**config.mk**
```make
export PLATFORM = sky130hd
export DESIGN_NAME = gpio_mport
export DESIGN_NICKNAME = d
export VERILOG_FILES = /design/src/rtl/gpio_mport_pkg.sv /design/src/rtl/gpio_mport_sync.sv /design/src/rtl/gpio_mport_irq.sv /design/src/rtl/gpio_mport_regs.sv /design/src/rtl/gpio_mport.sv
export SDC_FILE = /design/constraint.sdc
export NUM_CORES = 1
export LEC_CHECK = 0
export ABC_AREA = 1
export BUFFER_PORTS_ARGS = -buffer_cell sky130_fd_sc_hd__buf_4
export CAP_MARGIN = 20
export CORE_MARGIN = 4
export CORE_UTILIZATION = 40
export CTS_CLUSTER_SIZE = 14
export DETAILED_ROUTE_END_ITERATION = 8
export GPL_TIMING_DRIVEN = 1
export PLACE_DENSITY = 0.67
export SETUP_SLACK_MARGIN = 0.3
export SLEW_MARGIN = 20
export SYNTH_ARGS = -nofsm -noshare
export SYNTH_HDL_FRONTEND = slang
export SYNTH_SLANG_ARGS = --single-unit
export TNS_END_PERCENT = 20
```
**constraint.sdc**
```tcl
create_clock -name clk -period 1.7 [get_ports clk]
set_clock_uncertainty 0.15 [all_clocks]
set_input_delay 0.085 -clock clk [delete_from_list [all_inputs] [get_ports clk]]
set_output_delay 0.085 -clock clk [all_outputs]
set_load 0.005 [all_outputs]
```
**src/rtl/gpio_mport_pkg.sv**
```systemverilog
package gpio_mport_pkg;

    // Control offsets relative to the start of the control window.
    localparam int OFS_DIR   = 'h00;
    localparam int OFS_SENSE = 'h04;
    localparam int OFS_BOTH  = 'h08;
    localparam int OFS_POL   = 'h0C;
    localparam int OFS_EN    = 'h10;
    localparam int OFS_RAW   = 'h14;
    localparam int OFS_MIS   = 'h18;
    localparam int OFS_CLR   = 'h1C;
    localparam int OFS_MODE  = 'h20;

    typedef enum logic [3:0] {
        SEL_NONE, SEL_DATA, SEL_DIR, SEL_SENSE, SEL_BOTH, SEL_POL,
        SEL_EN, SEL_RAW, SEL_MIS, SEL_CLR, SEL_MODE
    } reg_sel_e;

    // Per-pin trigger configuration.
    typedef struct packed {
        logic level;   // 1: level sensed, 0: edge sensed
        logic both;    // any transition
        logic pol;     // rising / active-high when 1
    } pin_trig_t;

    function automatic logic edge_hit(pin_trig_t c, logic rise, logic fall);
        if (c.level)     return 1'b0;
        else if (c.both) return rise | fall;
        else             return c.pol ? rise : fall;
    endfunction

    function automatic logic level_active(pin_trig_t c, logic lvl);
        return lvl ~^ c.pol;
    endfunction

endpackage

```
**src/rtl/gpio_mport_sync.sv**
```systemverilog
module gpio_mport_sync #(
    parameter int NPINS = 8
) (
    input  logic             clk,
    input  logic             rst,
    input  logic [NPINS-1:0] pin_in,
    output logic [NPINS-1:0] lvl,
    output logic [NPINS-1:0] rise,
    output logic [NPINS-1:0] fall
);
    logic [NPINS-1:0] meta_q, sync_q, prev_q;

    always_ff @(posedge clk) begin
        if (rst) begin
            meta_q <= '0;
            sync_q <= '0;
            prev_q <= '0;
        end else begin
            meta_q <= pin_in;
            sync_q <= meta_q;
            prev_q <= sync_q;
        end
    end

    assign lvl  = sync_q;
    assign rise = sync_q & ~prev_q;
    assign fall = ~sync_q & prev_q;
endmodule

```
**src/rtl/gpio_mport_irq.sv**
```systemverilog
module gpio_mport_irq
    import gpio_mport_pkg::*;
#(
    parameter int NPINS = 8
) (
    input  logic             clk,
    input  logic             rst,
    input  logic [NPINS-1:0] lvl,
    input  logic [NPINS-1:0] rise,
    input  logic [NPINS-1:0] fall,
    input  logic [NPINS-1:0] sense_q,
    input  logic [NPINS-1:0] both_q,
    input  logic [NPINS-1:0] pol_q,
    input  logic [NPINS-1:0] clr_vec,
    output logic [NPINS-1:0] hit,
    output logic [NPINS-1:0] raw
);
    for (genvar i = 0; i < NPINS; i++) begin : g_pin
        pin_trig_t cfg;
        logic      latch_q;

        assign cfg = '{level: sense_q[i], both: both_q[i], pol: pol_q[i]};
        assign hit[i] = edge_hit(cfg, rise[i], fall[i]);

        // A new edge in the same cycle as a clear keeps the bit set.
        always_ff @(posedge clk) begin
            if (rst) latch_q <= 1'b0;
            else     latch_q <= (latch_q & ~clr_vec[i]) | hit[i];
        end

        assign raw[i] = cfg.level ? level_active(cfg, lvl[i]) : latch_q;
    end
endmodule

```
**src/rtl/gpio_mport_regs.sv**
```systemverilog
module gpio_mport_regs
    import gpio_mport_pkg::*;
#(
    parameter int NPINS  = 8,
    parameter int ADDR_W = 12,
    parameter int DATA_W = 32
) (
    input  logic              clk,
    input  logic              rst,
    input  logic [ADDR_W-1:0] bus_addr,
    input  logic              bus_we,
    input  logic [DATA_W-1:0] bus_wdata,
    output logic [DATA_W-1:0] bus_rdata,
    input  logic [NPINS-1:0]  lvl,
    input  logic [NPINS-1:0]  raw,
    output logic [NPINS-1:0]  data_q,
    output logic [NPINS-1:0]  dir_q,
    output logic [NPINS-1:0]  sense_q,
    output logic [NPINS-1:0]  both_q,
    output logic [NPINS-1:0]  pol_q,
    output logic [NPINS-1:0]  en_q,
    output logic [NPINS-1:0]  mode_q,
    output logic [NPINS-1:0]  clr_vec
);
    localparam int MASK_LO = 2;
    localparam int MASK_HI = MASK_LO + NPINS - 1;
    localparam int OFS_W   = MASK_HI + 1;
    localparam int PAGE_W  = ADDR_W - OFS_W;

    logic [PAGE_W-1:0] page;
    logic [OFS_W-1:0]  ofs;
    logic [NPINS-1:0]  msk, wd, pin_val;
    reg_sel_e          sel;
    logic              unused_bus;

    assign page = bus_addr[ADDR_W-1:OFS_W];
    assign ofs  = bus_addr[OFS_W-1:0];
    assign msk  = bus_addr[MASK_HI:MASK_LO];
    assign wd   = bus_wdata[NPINS-1:0];
    assign unused_bus = ^{bus_addr[MASK_LO-1:0], bus_wdata[DATA_W-1:NPINS]};

    always_comb begin
        sel = SEL_NONE;
        if (page == '0) begin
            sel = SEL_DATA;
        end else if (page == PAGE_W'(1)) begin
            case (ofs)
                OFS_W'(OFS_DIR):   sel = SEL_DIR;
                OFS_W'(OFS_SENSE): sel = SEL_SENSE;
                OFS_W'(OFS_BOTH):  sel = SEL_BOTH;
                OFS_W'(OFS_POL):   sel = SEL_POL;
                OFS_W'(OFS_EN):    sel = SEL_EN;
                OFS_W'(OFS_RAW):   sel = SEL_RAW;
                OFS_W'(OFS_MIS):   sel = SEL_MIS;
                OFS_W'(OFS_CLR):   sel = SEL_CLR;
                OFS_W'(OFS_MODE):  sel = SEL_MODE;
                default:           sel = SEL_NONE;
            endcase
        end
    end

    always_ff @(posedge clk) begin
        if (rst) begin
            data_q  <= '0;
            dir_q   <= '0;
            sense_q <= '0;
            both_q  <= '0;
            pol_q   <= '0;
            en_q    <= '0;
            mode_q  <= '0;
        end else if (bus_we) begin
            case (sel)
                SEL_DATA:  data_q  <= (data_q & ~msk) | (wd & msk);
                SEL_DIR:   dir_q   <= wd;
                SEL_SENSE: sense_q <= wd;
                SEL_BOTH:  both_q  <= wd;
                SEL_POL:   pol_q   <= wd;
                SEL_EN:    en_q    <= wd;
                SEL_MODE:  mode_q  <= wd;
                default:   ;
            endcase
        end
    end

    assign clr_vec = (bus_we && sel == SEL_CLR) ? wd : '0;
    assign pin_val = (dir_q & data_q) | (~dir_q & lvl);

    always_comb begin
        bus_rdata = '0;
        case (sel)
            SEL_DATA:  bus_rdata[NPINS-1:0] = pin_val & msk;
            SEL_DIR:   bus_rdata[NPINS-1:0] = dir_q;
            SEL_SENSE: bus_rdata[NPINS-1:0] = sense_q;
            SEL_BOTH:  bus_rdata[NPINS-1:0] = both_q;
            SEL_POL:   bus_rdata[NPINS-1:0] = pol_q;
            SEL_EN:    bus_rdata[NPINS-1:0] = en_q;
            SEL_RAW:   bus_rdata[NPINS-1:0] = raw;
            SEL_MIS:   bus_rdata[NPINS-1:0] = raw & en_q;
            SEL_MODE:  bus_rdata[NPINS-1:0] = mode_q;
            default:   bus_rdata = '0;
        endcase
    end
endmodule

```
**src/rtl/gpio_mport.sv**
```systemverilog
module gpio_mport #(
    parameter int NPINS  = 8,
    parameter int ADDR_W = 12,
    parameter int DATA_W = 32
) (
    input  logic              clk,
    input  logic              rst,
    input  logic [ADDR_W-1:0] bus_addr,
    input  logic              bus_we,
    input  logic [DATA_W-1:0] bus_wdata,
    output logic [DATA_W-1:0] bus_rdata,
    input  logic [NPINS-1:0]  pin_in,
    output logic [NPINS-1:0]  pin_out,
    output logic [NPINS-1:0]  pin_oe,
    input  logic [NPINS-1:0]  periph_out,
    input  logic [NPINS-1:0]  periph_oe,
    output logic              irq
);
    logic [NPINS-1:0] lvl, rise, fall;
    logic [NPINS-1:0] data_q, dir_q, sense_q, both_q, pol_q, mask_q, mode_q;
    logic [NPINS-1:0] clr_vec, edge_hit, raw_st;

    gpio_mport_sync #(.NPINS(NPINS)) u_sync (
        .clk(clk), .rst(rst), .pin_in(pin_in),
        .lvl(lvl), .rise(rise), .fall(fall)
    );

    gpio_mport_regs #(.NPINS(NPINS), .ADDR_W(ADDR_W), .DATA_W(DATA_W)) u_regs (
        .clk(clk), .rst(rst),
        .bus_addr(bus_addr), .bus_we(bus_we), .bus_wdata(bus_wdata),
        .bus_rdata(bus_rdata), .lvl(lvl), .raw(raw_st),
        .data_q(data_q), .dir_q(dir_q), .sense_q(sense_q), .both_q(both_q),
        .pol_q(pol_q), .en_q(mask_q), .mode_q(mode_q), .clr_vec(clr_vec)
    );

    gpio_mport_irq #(.NPINS(NPINS)) u_irq (
        .clk(clk), .rst(rst), .lvl(lvl), .rise(rise), .fall(fall),
        .sense_q(sense_q), .both_q(both_q), .pol_q(pol_q),
        .clr_vec(clr_vec), .hit(edge_hit), .raw(raw_st)
    );

    for (genvar i = 0; i < NPINS; i++) begin : g_pad
        assign pin_out[i] = mode_q[i] ? periph_out[i] : data_q[i];
        assign pin_oe[i]  = mode_q[i] ? periph_oe[i]  : dir_q[i];
    end

    assign irq = |(raw_st & mask_q);
endmodule

```
==> flow_summary.json, run 1 <==
{
  "status": "finished, violations left",
  "violations": "negative setup slack",
  "cpMostUsedCell": "buf_6",
  "dp.cells": 1085,
  "cts_tree": "done",
  "async_flop_share_pct": 0,
  "syn-instance-count": 804,
  "cp.required_ps": 1460,
  "min_path_type": "primary input to flip-flop",
  "regArea_mm2": 0.00179,
  "synth_flop_cell": "dfxtp_1",
  "clk_path_buf_depth": 2,
  "path_cells": "buf_6 > nor2_4 > buf_6 > nand4_1 > nand2_2 > nand2_4 > buf_6 > nor2_4 > buf_6 > buf_12 > nand3_2 > nand2_1 > nor2_1 > nand3_1 > buf_4",
  "dp_hpwl_um": 11200,
  "drtAntennaViolNets": 0,
  "p_per_area_mw_per_mm2": 614,
  "drc": 0,
  "holdWs_ps": 3.54,
  "die_height_um": 121,
  "die_area_mm2": 0.0146,
  "grt_max_degree": 57,
  "setup_viol": 30,
  "io_pins": 120,
  "ir_drop_uv": 438,
  "cts_root_buffer": "clkbuf_16",
  "r2r_slack_ps": 270,
  "yosys_warnings": 0,
  "fin_cells": 1155,
  "wl_um": 17200,
  "slowest_stage": "nor2_4",
  "vias_per_cell": 5.01,
  "cp_max_fo": 8,
  "critPathArrivalTime_ps": 1780,
  "clk_pin_slew_ps": 60,
  "gp_congestion": 0.939,
  "grt_antenna_before_repair": 0,
  "slew_violations": 0,
  "placed_area_mm2": 0.00625,
  "coreArea_mm2": 0.0123,
  "wl_per_cell_um": 14.9,
  "rsz0062_at_grt": "yes",
  "worst_slack_ps": -316,
  "syn_area_mm2": 0.00510,
  "maxCapViolCount": 0,
  "syn_avg_cell_area_um2": 6.35,
  "ys_seq_elements": 88,
  "min_period_ps": 2020,
  "worst_path_largest_cell_delay_ps": 200,
  "clock-sinks": 88,
  "synth_edf_count": 0,
  "die_x_um": 121,
  "crit_type": "primary input to output port",
  "grtUsageTotal_pct": 22.4,
  "route.vias.total": 5781,
  "grt_overflow": 0,
  "dr.first_iter.drc_count": 625,
  "p_leak_nw": 3.64,
  "syn2layout_area_growth_pct": 47.7,
  "multiInputGateArea_mm2": 0.00312,
  "worst_setup_path_start_kind": "primary input",
  "antenna_cells": 0,
  "cp-end-kind": "output port",
  "nets": 1069,
  "io_buffers": 71,
  "ys_seq_area_share_pct": 34.5,
  "drive_gt1_share_pct": 31.6,
  "clk_latency_ps": 350,
  "cts_made_buffers": 9,
  "fin_crit_sh_pct": 119,
  "setup_tns_ps": -2900,
  "finalHoldViolCount": 0,
  "fin_area_mm2": 0.00754,
  "grt_pass1_vias": 5262,
  "htreeDepth": 3,
  "grt_pass1_wl_um": 26200,
  "fin_util_pct": 61.5,
  "start_util_pct": 41.6,
  "firstDrtPassIters": 7,
  "max_freq_ghz": 0.496,
  "rows": 40,
  "fill_cells": 1088,
  "synth.distinct_cells": 30
}
-- final timing paths --
path	start	endpoint	depth (start not counted)
worst max-delay path	bus_addr[9]	bus_rdata[3]	15
worst min register to register	u_sync.meta_q[0]	u_sync.lvl[0]	2
worst max register to register	u_sync.lvl[1]	u_irq.g_pin[1].latch_q	6
worst min-delay path	bus_addr[2]	flip-flop	4
-- metal layers --
metal	track usage [%]	up-vias	wire, um
met4	6.80	0	451
met2	35.7	288	7900
met1	30.4	2592	7300
li1	-	2865	-
met3	4.85	36	1570
met5	0	-	0
-- registers in the layout (all words and copies together), names as in the netlist, named ones only --
name	cells
u_irq.g_pin.latch_q	8
u_regs.both_q	8
u_regs.dir_q	8
u_regs.en_q	8
u_regs.mode_q	8
u_regs.pol_q	8
u_regs.sense_q	8
u_sync.lvl	8
u_sync.meta_q	8
u_sync.prev_q	8
-- power by group --
part / internal [mW] / leakage [nW] / total (mW) / switching (mW)
combinational: 0.255 / 2.78 / 0.544 / 0.290
clock: 1.13 / 0.138 / 1.97 / 0.834
sequential: 2.10 / 0.722 / 2.12 / 0.0204
-- cells in the mapped netlist (6+ instances only) --
library cell	count	share of area, %
o21ai_0	72	7.1
buf_4	24	3.5
dfxtp_1	88	35
buf_2	10	0.98
nand2_1	157	12
clkbuf_1	10	0.74
ha_1	16	3.9
o211ai_1	6	0.88
nor2_1	163	12
a21oi_1	38	3.7
nand3_1	79	7.7
inv_1	108	7.9
-- area by class of cell --
type                    instances  area share, %
well taps                     168           2.79
clock buffers                  10           3.04
multi-input cells             580           41.4
clock inverters                 6          0.797
flip-flops and latches         88           23.7
repair buffers                190           22.5
inverters                     113           5.84
-- repair_timing --
item	in CTS	in global routing
setup endpoints to repair	65	70
hold buffers	20	0
setup buffers	17	12
endpoints found under the hold margin	64	0
pin swaps	52	24
resized for setup	91	90
gates cloned	4	1
-- critical path: cells and delay by family --
family / cells / cell delay, ps
simple gates: 9 / 940
buf+inv: 6 / 750
-- per-stage QoR --
step	setup WS (ps)	power (mW)
6_report	-316	4.63
5_1_grt	-407	4.78
4_1_cts	-212	4.61
3_5_place_dp	-272	2.59
3_3_place_gp	-275	2.59
2_1_floorplan	120	2.37
-- placed cells by master (no fill, tap or decap), drive strengths merged --
cell type	Yosys	final
nor3	2	2
dlygate4sd3	0	20
a21oi	40	40
clkinvlp	0	3
clkbuf	10	11
o2111ai	2	2
clkinv	1	4
dfxtp	88	88
nor3b	1	1
ha	16	16
bufinv	0	1
nor4	2	2
nand3	80	80
inv	112	111
o211ai	6	6
buf	36	169
nand4	6	6
o21ai	75	75
conb	1	24
nor2	167	167
nand2	159	159
-- kinds of logic (layout without fill, tap and decap cells) --
| logic type | count (synthesis) | count (layout) | share of synthesized area, % |
|---|---|---|---|
| compound gates | 123 | 123 | 12.8 |
| buf+inv | 159 | 319 | 14.0 |
| flops | 88 | 88 | 34.5 |
| other cells | 1 | 24 | 0.0735 |
| simple gates | 417 | 417 | 34.7 |
| fa+ha+maj | 16 | 16 | 3.92 |
No activity file was read; power rests on OpenSTA's default activity.
==> run 2, diff against run 1 <==
--- a/config.mk
+++ b/config.mk
@@ -8,7 +8,7 @@
 export ABC_AREA = 1
 export BUFFER_PORTS_ARGS = -buffer_cell sky130_fd_sc_hd__buf_4
 export CAP_MARGIN = 20
-export CORE_MARGIN = 4
+export CORE_MARGIN = 1
 export CORE_UTILIZATION = 40
 export CTS_CLUSTER_SIZE = 14
 export DETAILED_ROUTE_END_ITERATION = 8
==> constraint.sdc (replaced) <==
create_clock -name clk -period 2.4 [get_ports clk]
set_clock_uncertainty 0.15 [all_clocks]
set_input_delay 0.12 -clock clk [delete_from_list [all_inputs] [get_ports clk]]
set_output_delay 0.12 -clock clk [all_outputs]
set_load 0.005 [all_outputs]
==> run 2 against run 1 <==
Compared with the run above:
- the run now ends clean
- non-clock buffer count fell by 56
- combinational power fell by 43%
- critical path depth fell by 6
- worst setup slack better by 650 ps
- clock power fell by 20%
- first-iteration DRC count down 35%
- critical endpoint is now irq
==> flow_summary.json, run 2 (same netlist as run 1, synthesis figures left out) <==
{
  "swShare_pct": 23.4,
  "internal-power_mw": 2.59,
  "vias_per_cell": 4.95,
  "cts_tree": "done",
  "die_height_um": 115,
  "worst_setup_path_start_kind": "flip-flop",
  "ir_drop_uv": 316,
  "die_x_um": 115,
  "grtUsageTotal_pct": 23.1,
  "cp_max_fo": 4,
  "drtAntennaViolNets": 0,
  "gp_congestion": 0.878,
  "antenna_cells": 0,
  "wl_per_cell_um": 13.9,
  "dp_hpwl_um": 10100,
  "min_period_ps": 2060,
  "rows": 40,
  "dr.first_iter.drc_count": 404,
  "maxCapViolCount": 0,
  "route.vias.total": 5437,
  "tightestPinTransition_ps": 593,
  "io_pins": 120,
  "max_freq_ghz": 0.485,
  "grt_pass1_vias": 4639,
  "switchingPower_uw": 789,
  "start_util_pct": 41.8,
  "drc": 0,
  "cp-end-kind": "output port",
  "clk_pin_slew_ps": 70,
  "grt_max_degree": 57,
  "final_cell_mix": "152 x nand2_1, 152 x nor2_1, 102 x buf_4",
  "critPathArrivalTime_ps": 1790,
  "setup_viol": 0,
  "post-place-ws_ps": 71.6,
  "setup_tns_ps": 0,
  "fin_util_pct": 55.1,
  "cts_root_buffer": "clkbuf_16",
  "die_area_mm2": 0.0132,
  "slew_violations": 0,
  "grt_pass1_wl_um": 23400,
  "crit_buf_inv": 3,
  "worst_path_largest_cell_delay_ps": 350,
  "htreeDepth": 3,
  "fill_cells": 1228,
  "nets": 1013,
  "p_leak_nw": 3.36,
  "crit_type": "flip-flop to output port",
  "comb_power_share_pct": 9.2,
  "min_path_type": "primary input to flip-flop",
  "fin_crit_sh_pct": 86.0,
  "coreArea_mm2": 0.0122,
  "drive_gt1_share_pct": 20.7,
  "pwr-share-clk_pct": 46.3,
  "crit_family": "simple AND/OR/NAND/NOR gates",
  "slowest_stage": "dfxtp_2",
  "finalHoldViolCount": 0,
  "status": "complete, no violations",
  "wl_um": 15300,
  "relSlewSlack_pct": 60.5,
  "cp.required_ps": 2130,
  "clk_path_buf_depth": 2,
  "cts_made_buffers": 9,
  "clock-sinks": 88,
  "rsz0062_at_grt": "yes",
  "syn2layout_area_growth_pct": 31.8,
  "io_buffers": 71,
  "p_seq_share_pct": 44.4,
  "firstDrtPassIters": 5,
  "p_per_area_mw_per_mm2": 503,
  "clk_latency_ps": 350,
  "path_cells": "inv_1 > nor2_1 > o21ai_1 > o21ai_2 > nor2_1 > buf_4 > nor4_4 > nand2_1 > buf_4",
  "grt_overflow": 0,
  "worst_slack_ps": 336,
  "grt_antenna_before_repair": 0
}
run 2: cell count changes in the layout (fill, tap and decap cells not counted), sizes merged:
cell         previous run  this run
buf                   169       109
bufinv                  1         2
clkinvlp                3         1
dlygate4sd3            20        25
run 2: power by group through the flow:
stage | clock network (mW) | logic [mW] | registers [mW]
finish | 1.57 | 0.312 | 1.50
global route | 1.64 | 0.343 | 1.50
CTS | 1.58 | 0.294 | 1.50
detailed placement | 0 | 0.256 | 1.53
global placement | 0 | 0.254 | 1.53
floorplan | 0 | 0.149 | 1.53
run 2: path summary, 6_finish.rpt:
check / slack [ps] / depth (start not counted) / end / from
worst min register to register: 240 / 2 / u_sync.lvl[1] / u_sync.meta_q[1]
worst max register to register: 1070 / 5 / u_irq.g_pin[3].latch_q / u_sync.lvl[3]
worst max-delay path: 340 / 9 / irq / u_regs.pol_q[4]
worst min-delay path: 30 / 4 / flip-flop / bus_addr[10]
run 2: worst min-delay path: stages:
cell and delay, ps:
buf_4 110, nor3_1 100, nand2_1 90, a21oi_1 60
run 2: layout make-up:
cell class | instances | area (um2) | area share (%)
well taps | 168 | 210 | 3.13
inverters | 113 | 429 | 6.38
clock buffers | 11 | 253 | 3.76
clock inverters | 5 | 78.8 | 1.17
multi-input cells | 580 | 2850 | 42.4
repair buffers | 134 | 1120 | 16.7
flip-flops and latches | 88 | 1780 | 26.5
run 2: stage by stage:
step / std cells / total power, mW / instance area, um2 / hold slack, ps
after floorplan: 827 / 1.68 / 5190 / 77.0
after global placement: 1041 / 1.79 / 5830 / 172
after detailed placement: 1041 / 1.79 / 5830 / 177
after CTS: 1087 / 3.37 / 6460 / 12.9
after global routing: 1099 / 3.48 / 6730 / 55.0
final: 1099 / 3.38 / 6730 / 31.4
run 2: per-layer routing:
layer	share of wire [%]	GRT usage (%)
met2	46	38.1
met3	7.3	3.16
met5	0	0
met1	45	30.6
met4	2.4	9.35
run 2: repair_timing:
action                                  CTS  global route
gates cloned                              0             1
endpoints found under the setup margin    9             9
hold endpoints to repair                 64             0
gates resized for setup                   5            68
pin swaps                                 4            14
hold buffers                             25             0
buffers inserted                          5            11
==> run 3, diff against run 2 <==
--- a/config.mk
+++ b/config.mk
@@ -10,6 +10,7 @@
 export CAP_MARGIN = 20
 export CORE_MARGIN = 1
 export CORE_UTILIZATION = 40
+export CTS_BUF_LIST = sky130_fd_sc_hd__clkbuf_16
 export CTS_CLUSTER_SIZE = 14
 export DETAILED_ROUTE_END_ITERATION = 8
 export GPL_TIMING_DRIVEN = 1
==> constraint.sdc (replaced) <==
create_clock -name clk -period 2.3 [get_ports clk]
set_clock_uncertainty 0.15 [all_clocks]
set_input_delay 0.115 -clock clk [delete_from_list [all_inputs] [get_ports clk]]
set_output_delay 0.115 -clock clk [all_outputs]
set_load 0.005 [all_outputs]
==> run 3 against run 2 <==
Compared with the run above:
- first-iteration DRC count up 2.7%
- via count down 1.7%
- register-to-register slack worse by 90 ps
- wire length down 1.4%
- clock-buffer cell count down 2
- final area down 1.2%
- sequential cell count unchanged
- clock power about the same
- total power up 3.0%
- critical endpoint unchanged
- hold slack worse by 7.8 ps
- highest routed layer unchanged
- sequential power up 5%
==> flow_summary.json, run 3 (same netlist as run 1, synthesis figures left out) <==
{
  "status": "complete, no violations",
  "comb_power_share_pct": 9.3,
  "pwr-share-clk_pct": 45.7,
  "critPathArrivalTime_ps": 1790,
  "wl_per_cell_um": 13.8,
  "cpMostUsedCell": "buf_4",
  "clk_pin_slew_ps": 60,
  "rows": 40,
  "crit_type": "flip-flop to output port",
  "clk_path_buf_depth": 2,
  "wl_um": 15100,
  "holdWs_ps": 23.6,
  "cts_root_buffer": "clkbuf_16",
  "cp-end-kind": "output port",
  "finalPower_mw": 3.48,
  "maxCapViolCount": 0,
  "antenna_cells": 0,
  "die_height_um": 115,
  "p_seq_share_pct": 45.0,
  "htreeDepth": 3,
  "gp_congestion": 0.886,
  "grt_antenna_before_repair": 0,
  "min_period_ps": 2050,
  "syn2layout_area_growth_pct": 30.1,
  "ir_drop_uv": 285,
  "rsz0062_at_grt": "yes",
  "max_freq_ghz": 0.487,
  "hold_depth": 4,
  "slowest_stage": "dfxtp_2",
  "vias_per_cell": 4.90,
  "cts_tree": "done",
  "nets": 1005,
  "tightestPinTransition_ps": 530,
  "grt_pass1_wl_um": 23900,
  "firstDrtPassIters": 5,
  "drtAntennaViolNets": 0,
  "swShare_pct": 24.0,
  "coreArea_mm2": 0.0122,
  "finalHoldViolCount": 0,
  "drive_gt1_share_pct": 19.4,
  "switchingPower_uw": 836,
  "clk_latency_ps": 340,
  "final_common_cell": "nand2_1",
  "regArea_mm2": 0.00178,
  "grt_max_degree": 57,
  "drc": 0,
  "grt_pass1_vias": 4745,
  "dp_hpwl_um": 10200,
  "fin_crit_sh_pct": 89.3,
  "final_cell_mix": "153 x nand2_1, 151 x nor2_1, 98 x inv_1",
  "clock-sinks": 88,
  "dr.first_iter.drc_count": 415,
  "cp.required_ps": 2040,
  "relSlewSlack_pct": 64.4,
  "fill_cells": 1234,
  "setup_viol": 0,
  "multiInputGateArea_mm2": 0.00282,
  "slew_violations": 0,
  "start_util_pct": 41.8,
  "rr_worst_depth": 5,
  "die_area_mm2": 0.0132,
  "grtUsageTotal_pct": 23.6,
  "cts_made_buffers": 9,
  "internal-power_mw": 2.65,
  "io_buffers": 71,
  "worst_setup_path_start_kind": "flip-flop",
  "min_path_type": "primary input to flip-flop",
  "route.vias.total": 5342,
  "p_leak_nw": 3.30,
  "p_per_area_mw_per_mm2": 524,
  "path_cells": "inv_2 > nor2_1 > o21ai_1 > o21ai_2 > nor2_2 > buf_4 > nor4_4 > nand2_1 > buf_4",
  "grt_overflow": 0,
  "io_pins": 120,
  "cp_max_fo": 4,
  "worst_path_largest_cell_delay_ps": 370,
  "die_x_um": 115
}
==> run 3: cell count changes in the layout (fill, tap and decap cells not counted), moves of 2 or more <==
cell,delta
buf_12,+3
buf_4,-8
clkbuf_8,-2
nor2_2,+3
buf_6,-3
o21ai_2,-2
nor2_4,-2
dfxtp_1,+3
dfxtp_2,-3
o21ai_0,+2
==> run 3: routing by layer <==
layer | GRT usage (%) | up-vias | wire length (um)
li1 | - | 2718 | -
met1 | 31.6 | 2375 | 6820
met2 | 37.3 | 220 | 6830
met3 | 3.95 | 29 | 1080
met4 | 10.9 | 0 | 379
met5 | 0 | - | 0
==> run 3: power groups by stage <==
stage          clock [mW]  sequential, mW  combinational (mW)
2_1_floorplan           0            1.59               0.156
3_3_place_gp            0            1.60               0.271
3_5_place_dp            0            1.60               0.273
4_1_cts              1.61            1.57               0.313
5_1_grt              1.68            1.57               0.358
6_report             1.59            1.57               0.325
==> run 3: final cells by class <==
class	count	area share, %
multi-input combinational	580	42.5
sequential	88	26.7
timing repair buffer	126	16.4
inverter	113	6.46
clock buffer	9	3.39
tap	168	3.17
clock inverter	7	1.41
==> run 3: path summary, 6_finish.rpt <==
kind	slack, ps	from	endpoint
setup / recovery	250	u_regs.pol_q[4]	irq
hold reg to reg	240	u_sync.meta_q[0]	u_sync.lvl[0]
setup reg to reg	980	u_sync.lvl[7]	u_irq.g_pin[7].latch_q
hold / removal	20	bus_addr[10]	flip-flop
==> run 3: per-stage QoR <==
| stage | utilization (%) | area (um2) | cells | TNS (ps) | worst slack (ps) |
|---|---|---|---|---|---|
| after floorplan | - | 5190 | 827 | 0 | 649 |
| after global placement | 48.2 | 5890 | 1044 | -26.7 | -26.7 |
| after detailed placement | 48.2 | 5890 | 1044 | -14.5 | -12.1 |
| after CTS | 53.4 | 6520 | 1088 | 0 | 259 |
| after global routing | 54.4 | 6640 | 1091 | 0 | 151 |
| final | 54.4 | 6640 | 1091 | 0 | 247 |
==> run 3: critical path, delay by kind of cell (launching register included) <==
| family | cells | cell delay [ps] |
|---|---|---|
| flops | 1 | 370 |
| buf+inv | 3 | 350 |
| simple gates | 4 | 550 |
| compound gates | 2 | 190 |
==> run 3: timing repair <==
item	CTS	global route
pin swaps	8	11
hold endpoints to repair	64	0
buffers inserted	3	3
resized for setup	26	31
endpoints found under the setup margin	9	9
hold buffers	25	0
